$ cat src/rtl/wb_pkg.sv
package wb_pkg;
  localparam int COMP  = 4;
  localparam int DW    = 32;
  localparam int EXP_W = 8;
  localparam int MAN_W = 23;
  localparam int CC_W  = 2;
  localparam int VW    = COMP * DW;
  localparam int CCV_W = COMP * CC_W;

  localparam logic [CC_W-1:0] CC_LT = 2'd0;
  localparam logic [CC_W-1:0] CC_EQ = 2'd1;
  localparam logic [CC_W-1:0] CC_GT = 2'd2;

  localparam logic [DW-1:0] FP_ONE = 32'h3F80_0000;

  function automatic logic [CC_W-1:0] cc_of(input logic [DW-1:0] v);
    if (v[DW-2 -: EXP_W] == '0) return CC_EQ;
    return v[DW-1] ? CC_LT : CC_GT;
  endfunction
endpackage

$ cat src/rtl/vwb_scale_sat.sv
module vwb_scale_sat
  import wb_pkg::*;
(
  input  logic [DW-1:0] val_i,
  input  logic [2:0]    scale_i,
  input  logic          sat_i,
  output logic [DW-1:0] val_o
);
  localparam int EW = EXP_W + 2;
  localparam logic [EXP_W-1:0] EXP_MAX = '1;

  logic             sgn;
  logic [EXP_W-1:0] exp_in;
  logic [MAN_W-1:0] man_in;
  logic [EW-1:0]    up, dn;
  logic signed [EW-1:0] exp_new;
  logic [DW-1:0]    scaled;
  logic             is_nan;

  assign sgn    = val_i[DW-1];
  assign exp_in = val_i[DW-2 -: EXP_W];
  assign man_in = val_i[MAN_W-1:0];
  assign up     = (scale_i <= 3'd3) ? EW'(scale_i) : '0;
  assign dn     = (scale_i >= 3'd5) ? EW'(scale_i - 3'd4) : '0;
  assign exp_new = $signed({2'b00, exp_in} + up - dn);

  always_comb begin
    if (exp_in == '0)                          scaled = {sgn, {(DW-1){1'b0}}};
    else if (exp_in == EXP_MAX)                scaled = val_i;
    else if (exp_new >= $signed(EW'(EXP_MAX))) scaled = {sgn, EXP_MAX, {MAN_W{1'b0}}};
    else if (exp_new <= 0)                     scaled = {sgn, {(DW-1){1'b0}}};
    else                                       scaled = {sgn, exp_new[EXP_W-1:0], man_in};
  end

  assign is_nan = (scaled[DW-2 -: EXP_W] == EXP_MAX) && (scaled[MAN_W-1:0] != '0);

  always_comb begin
    val_o = scaled;
    if (sat_i) begin
      if (scaled[DW-1] || is_nan)            val_o = '0;
      else if (scaled[DW-2:0] >= FP_ONE[DW-2:0]) val_o = FP_ONE;
    end
  end
endmodule

$ cat src/rtl/vwb_cond_eval.sv
module vwb_cond_eval
  import wb_pkg::*;
(
  input  logic [CCV_W-1:0] cc_i,
  input  logic [2:0]       test_i,
  input  logic [CCV_W-1:0] swz_i,
  output logic [COMP-1:0]  pass_o
);
  for (genvar c = 0; c < COMP; c++) begin : g_comp
    logic [1:0]      sel;
    logic [CC_W-1:0] code;
    assign sel  = swz_i[c*2 +: 2];
    assign code = cc_i[sel*CC_W +: CC_W];
    always_comb begin
      case (code)
        CC_LT:   pass_o[c] = test_i[0];
        CC_EQ:   pass_o[c] = test_i[1];
        CC_GT:   pass_o[c] = test_i[2];
        default: pass_o[c] = 1'b0;
      endcase
    end
  end
endmodule

$ cat src/rtl/vwb_regfile.sv
module vwb_regfile
  import wb_pkg::*;
#(
  parameter int DEPTH = 64,
  localparam int AW = $clog2(DEPTH)
) (
  input  logic            clk_i,
  input  logic            rst_ni,
  input  logic [COMP-1:0] we_i,
  input  logic [AW-1:0]   waddr_i,
  input  logic [VW-1:0]   wdata_i,
  input  logic [AW-1:0]   raddr_a_i,
  output logic [VW-1:0]   rdata_a_o,
  input  logic [AW-1:0]   raddr_b_i,
  output logic [VW-1:0]   rdata_b_o
);
  logic [VW-1:0] mem_q [DEPTH];

  for (genvar c = 0; c < COMP; c++) begin : g_lane
    always_ff @(posedge clk_i or negedge rst_ni) begin
      if (!rst_ni) begin
        for (int i = 0; i < DEPTH; i++) mem_q[i][c*DW +: DW] <= '0;
      end else if (we_i[c]) begin
        mem_q[waddr_i][c*DW +: DW] <= wdata_i[c*DW +: DW];
      end
    end
  end

  assign rdata_a_o = mem_q[raddr_a_i];
  assign rdata_b_o = mem_q[raddr_b_i];
endmodule

$ cat src/rtl/vec_writeback.sv
module vec_writeback
  import wb_pkg::*;
#(
  parameter int DEPTH = 64,
  localparam int AW = $clog2(DEPTH)
) (
  input  logic             clk_i,
  input  logic             rst_ni,
  input  logic             valid_i,
  input  logic [AW-1:0]    dst_idx_i,
  input  logic [COMP-1:0]  wmask_i,
  input  logic [2:0]       scale_i,
  input  logic             sat_i,
  input  logic             cc_set_i,
  input  logic             no_dst_i,
  input  logic [2:0]       cc_test_i,
  input  logic [CCV_W-1:0] cc_swz_i,
  input  logic [VW-1:0]    result_i,
  input  logic [AW-1:0]    rd_a_idx_i,
  output logic [VW-1:0]    rd_a_data_o,
  input  logic [AW-1:0]    rd_b_idx_i,
  output logic [VW-1:0]    rd_b_data_o,
  output logic [CCV_W-1:0] cc_o
);
  logic [VW-1:0]    final_val;
  logic [COMP-1:0]  pass, act, we;
  logic [CCV_W-1:0] cc_q;

  for (genvar c = 0; c < COMP; c++) begin : g_lane
    vwb_scale_sat u_scale (
      .val_i   (result_i[c*DW +: DW]),
      .scale_i (scale_i),
      .sat_i   (sat_i),
      .val_o   (final_val[c*DW +: DW])
    );

    always_ff @(posedge clk_i or negedge rst_ni) begin
      if (!rst_ni)                cc_q[c*CC_W +: CC_W] <= CC_EQ;
      else if (act[c] && cc_set_i) cc_q[c*CC_W +: CC_W] <= cc_of(final_val[c*DW +: DW]);
    end


    cc_code_chk: assert property (@(posedge clk_i) disable iff (!rst_ni)
      cc_q[c*CC_W +: CC_W] != 2'b11);

    sat_range_chk: assert property (@(posedge clk_i) disable iff (!rst_ni)
      sat_i |-> (!final_val[c*DW+DW-1] && final_val[c*DW +: DW-1] <= FP_ONE[DW-2:0]));

    flush_chk: assert property (@(posedge clk_i) disable iff (!rst_ni)
      (final_val[c*DW+MAN_W +: EXP_W] == '0) |-> (final_val[c*DW +: MAN_W] == '0));
  end

  vwb_cond_eval u_cond (
    .cc_i   (cc_q),
    .test_i (cc_test_i),
    .swz_i  (cc_swz_i),
    .pass_o (pass)
  );

  assign act = {COMP{valid_i}} & wmask_i & pass;
  assign we  = act & {COMP{~no_dst_i}};

  vwb_regfile #(.DEPTH(DEPTH)) u_rf (
    .clk_i     (clk_i),
    .rst_ni    (rst_ni),
    .we_i      (we),
    .waddr_i   (dst_idx_i),
    .wdata_i   (final_val),
    .raddr_a_i (rd_a_idx_i),
    .rdata_a_o (rd_a_data_o),
    .raddr_b_i (rd_b_idx_i),
    .rdata_b_o (rd_b_data_o)
  );

  assign cc_o = cc_q;


  never_pass_chk: assert property (@(posedge clk_i) disable iff (!rst_ni)
    (cc_test_i == 3'd0) |-> (pass == '0));

  always_pass_chk: assert property (@(posedge clk_i) disable iff (!rst_ni)
    (cc_test_i == 3'd7) |-> (pass == '1));

  idle_cc_chk: assert property (@(posedge clk_i) disable iff (!rst_ni)
    !valid_i |=> $stable(cc_q));
endmodule

$ cat config.mk
export PLATFORM = sky130hd
export DESIGN_NAME = vec_writeback
export DESIGN_NICKNAME = d
export VERILOG_FILES = /design/src/rtl/wb_pkg.sv /design/src/rtl/vwb_scale_sat.sv /design/src/rtl/vwb_cond_eval.sv /design/src/rtl/vwb_regfile.sv /design/src/rtl/vec_writeback.sv
export SDC_FILE = /design/constraint.sdc
export NUM_CORES = 1
export LEC_CHECK = 0
export ABC_CLOCK_PERIOD_IN_PS = 2300
export BUFFER_PORTS_ARGS = -buffer_cell sky130_fd_sc_hd__buf_2
export CAP_MARGIN = 20
export CELL_PAD_IN_SITES_DETAIL_PLACEMENT = 2
export CELL_PAD_IN_SITES_GLOBAL_PLACEMENT = 2
export CORE_MARGIN = 2
export CORE_UTILIZATION = 19
export DETAILED_ROUTE_END_ITERATION = 10
export GPL_TIMING_DRIVEN = 0
export PLACE_DENSITY = 0.86
export SLEW_MARGIN = 20
export SYNTH_ARGS = -nofsm -noshare
export SYNTH_HDL_FRONTEND = slang
export SYNTH_SLANG_ARGS = --single-unit
$ cat constraint.sdc
create_clock -name clk_i -period 2.3 [get_ports clk_i]
set_input_delay 0.115 -clock clk_i [delete_from_list [all_inputs] [get_ports clk_i]]
set_output_delay 0.115 -clock clk_i [all_outputs]
set_load 0.03 [all_outputs]
==> impl_results.md <==
- Top area cells in the synthesized netlist: sky130_fd_sc_hd__buf_4 (38%), sky130_fd_sc_hd__ha_1 (14%), sky130_fd_sc_hd__fa_1 (4.7%)
- Max Used Layer: met4
- Fraction of layout instances using a drive strength above 1: around 45%
- Max-cap violations: 0
- Total half-perimeter wirelength after legalization and detailed placement: roughly 17000 um
- Largest net degree at the start of global routing: 9
- Hold Path Class: primary input to register
- Result of the run: complete, but fails checks
- Placer congestion estimate: 0.783
- Core Rows: just under 60
- Async S/R FF share, synth: 100%
- Setup repair after global routing missed its margin: yes
- Cell total after placement: 1427
- Post-route DRC: 0
- Sequential cell area: ~200 um^2
- Power density cells: 403 mW/mm^2
- Final critical-path share of the clock period: 110%
- CP Max Fanout: 4
- H-Tree Level Count: 1
- Violated checks: negative setup slack
- Data arrival time of the critical path: around 2.6 ns
- Distinct cell type count after synthesis: 60
- Sort of element at the start of the critical path: primary input
- Post-synthesis cell type with the largest combined area: sky130_fd_sc_hd__buf_4
- Starting density of the core: 19.5%
- Via/cell ratio: 3.76
- TritonCTS buffer count: 3
- P&R area growth vs syn: 54.2%
- Proportion of netlist area held by the largest area contributor: ~38%
- Clock-pin slew reported for the worst setup and hold paths after clock tree synthesis: 0.04 ns
- Multi-input logic area: ~0.0042 mm^2
- Synth Flop Type: sky130_fd_sc_hd__dfstp_2
- Die Wd: ~170 um
- DIE HEIGHT: approximately 170 um
- Skew-Pair Late Insertion Delay: roughly 0.23 ns
- Tot Pwr: 3.17 mW
- Category of the most critical setup path: primary input to register
- Number of primary I/O pins: approximately 430
- Number of flip-flops in the largest register: 8
- Post-DR wirelength/cell: roughly 13 um
- Clock sink count: 8
- Final number of setup-violating endpoints: 8
- Area of the die: 0.0282 mm^2
- Final Max Tran Viols: 0
- Leading cell type by number of instances after synthesis: sky130_fd_sc_hd__buf_4
- Buffers on Ports: 158
- FMAX: 0.397 GHz
- Number of antenna violations at the first check in global routing: 0
- Category of the worst setup path capture point: register
- Crit path from: scale_i[2]
- Portion of the post-synthesis area used by sequential elements: between 4 and 5%
- Detailed-route via count: between 5000 and 6000
- Final nets: between 1000 and 1500
- Top cell types by occurrence after synthesis: sky130_fd_sc_hd__buf_4 (256), sky130_fd_sc_hd__ha_1 (57), sky130_fd_sc_hd__inv_1 (41)
- Total global routing track utilization: about an eighth
- Cell leakage power: ~4.5 nW
- Mean instance size in the synthesized netlist: 7.87 um^2
- Worst supply voltage drop on vdd: 0.304 mV
- Global route overflow: 0
- Synthesized netlist cell count: 648
- Global-route wire length before repair: a little under 30000 um
- Number of storage elements in the synthesis netlist: 8
- Total wire length: approximately 19000 um
- ANT nets after route: 0
- Clock period minus final worst setup slack: roughly 2.5 ns
- Data required time of the critical path: between 2 and 2.5 ns
- Vias in the first global route: slightly below 6000
- Clock Skew: between 0.0002 and 0.00025 ns
- Startpoint of the worst hold path: result_i[31]
- Source of the worst register-to-register timing path: cc_o[5]
- Non-filler cells in the finished layout: around 1400
- Final count of hold timing violations: 0
- Final core utilization: 30.0%
- Detailed Route Iter0 Violations: 53
- Number of inserted diodes: 0
- Pre-Repair DR Iteration Count: 4
- Routed wl met3: about 1200 um
- Post-Synthesis Cell Area: slightly above 0.005 mm^2
- EDFF count, synth: 0
- Area of the core region: ~0.026 mm^2
- DRT met1 WL: around 7000 um
- Worst Slack Setup Final: -0.221 ns
- Filler instances: approximately 3200
- Longest Clk Path Bufs: 2
- Syn. warnings: between 15000 and 20000
- Clock tree from TritonCTS: built
- Worst hold slack: 0.132 ns
- Met2 wirelength from detailed routing: around 11000 um
- Cell at the root of the clock tree: sky130_fd_sc_hd__clkbuf_16
[per-stage QoR]
stage / setup WS (ns) / cell area, um^2 / TNS [ns]
6_report: -0.221 / 7860 / -1.32
5_1_grt: -0.355 / 7860 / -2.37
4_1_cts: -0.272 / 7780 / -1.52
3_5_place_dp: -0.989 / 7480 / -5.31
3_3_place_gp: -0.942 / 7480 / -4.73
2_1_floorplan: -0.118 / 6270 / -0.367
[cell type report]
| cell class | count | share of cell area, % |
|---|---|---|
| clock buffers | 3 | 0.955 |
| inverters | 41 | 2.05 |
| plain buffers | 256 | 24.5 |
| repair buffers | 166 | 11.2 |
| well taps | 335 | 5.33 |
| flip-flops and latches | 8 | 2.61 |
| multi-input cells | 629 | 53.4 |
[worst max-delay path, stage by stage]
cell	delay (ns)
sky130_fd_sc_hd__buf_12	0.11
sky130_fd_sc_hd__nand2b_4	0.17
sky130_fd_sc_hd__fa_2	0.46
sky130_fd_sc_hd__fa_2	0.56
sky130_fd_sc_hd__inv_2	0.04
sky130_fd_sc_hd__a2111oi_2	0.26
sky130_fd_sc_hd__o2111ai_1	0.18
sky130_fd_sc_hd__nor4_2	0.33
sky130_fd_sc_hd__nor4b_2	0.08
sky130_fd_sc_hd__buf_4	0.16
sky130_fd_sc_hd__a22o_1	0.17
[cells in the final DEF, fill, tap and decap left out, types with 4 or more instances in the layout]
master / count
sky130_fd_sc_hd__nor2_1: 19
sky130_fd_sc_hd__dfrtp_1: 4
sky130_fd_sc_hd__inv_2: 5
sky130_fd_sc_hd__ha_4: 5
sky130_fd_sc_hd__a21o_1: 7
sky130_fd_sc_hd__a21oi_1: 17
sky130_fd_sc_hd__fa_2: 6
sky130_fd_sc_hd__dfstp_2: 4
sky130_fd_sc_hd__nand4_1: 15
sky130_fd_sc_hd__nand2b_1: 4
sky130_fd_sc_hd__ha_1: 52
sky130_fd_sc_hd__mux4_2: 5
sky130_fd_sc_hd__inv_1: 34
sky130_fd_sc_hd__nand3b_1: 4
sky130_fd_sc_hd__nor3_1: 10
sky130_fd_sc_hd__nand2_1: 18
sky130_fd_sc_hd__conb_1: 288
sky130_fd_sc_hd__fa_1: 6
sky130_fd_sc_hd__a21oi_2: 8
sky130_fd_sc_hd__o21ai_0: 23
sky130_fd_sc_hd__a31oi_1: 4
sky130_fd_sc_hd__buf_4: 263
sky130_fd_sc_hd__nor4_1: 32
sky130_fd_sc_hd__xor2_1: 5
sky130_fd_sc_hd__buf_2: 155
sky130_fd_sc_hd__xnor2_1: 7
sky130_fd_sc_hd__mux2i_1: 7
[worst paths after layout]
path                                 to  cells past startpoint  slack (ns)
worst max-delay path            cc_o[1]                     11       -0.22
worst min-delay path            cc_o[0]                      3        0.13
worst max register to register  cc_o[6]                      7       -0.05
worst min register to register  cc_o[4]                      2        0.50
max in group asynchronous       cc_o[2]                      2        1.78
min in group asynchronous       cc_o[7]                      2        0.29
[where the power goes]
part	internal, mW	switching, mW
clock	0.223	0.0610
sequential	0.228	0.106
combinational	1.04	1.51
total	1.49	1.68
[kinds of logic (layout without fill, tap and decap cells)]
group	count (synthesis)	count (layout)	synth area share, %
buf+inv	297	466	40.7
simple gates	137	137	15.0
compound gates	107	107	14.0
fa+ha+maj	69	69	18.7
mux	15	15	5.13
xor+xnor	13	13	2.23
flops	8	8	4.03
other cells	2	288	0.147
[per-layer routing]
metal | vias up | track usage, %
met5 | - | 0
met4 | 0 | 1.59
met2 | 195 | 25.9
li1 | 2664 | -
met1 | 2547 | 13.0
met3 | 8 | 2.14
[repair_timing]
item,4_1_cts,5_1_grt
hold buffers,1,0
setup buffers,6,1
hold endpoints to repair,8,0
resized for setup,38,18
endpoints found under the setup margin,8,8
pin swaps,20,8
Note: power is estimated with default switching activity, not from simulation.
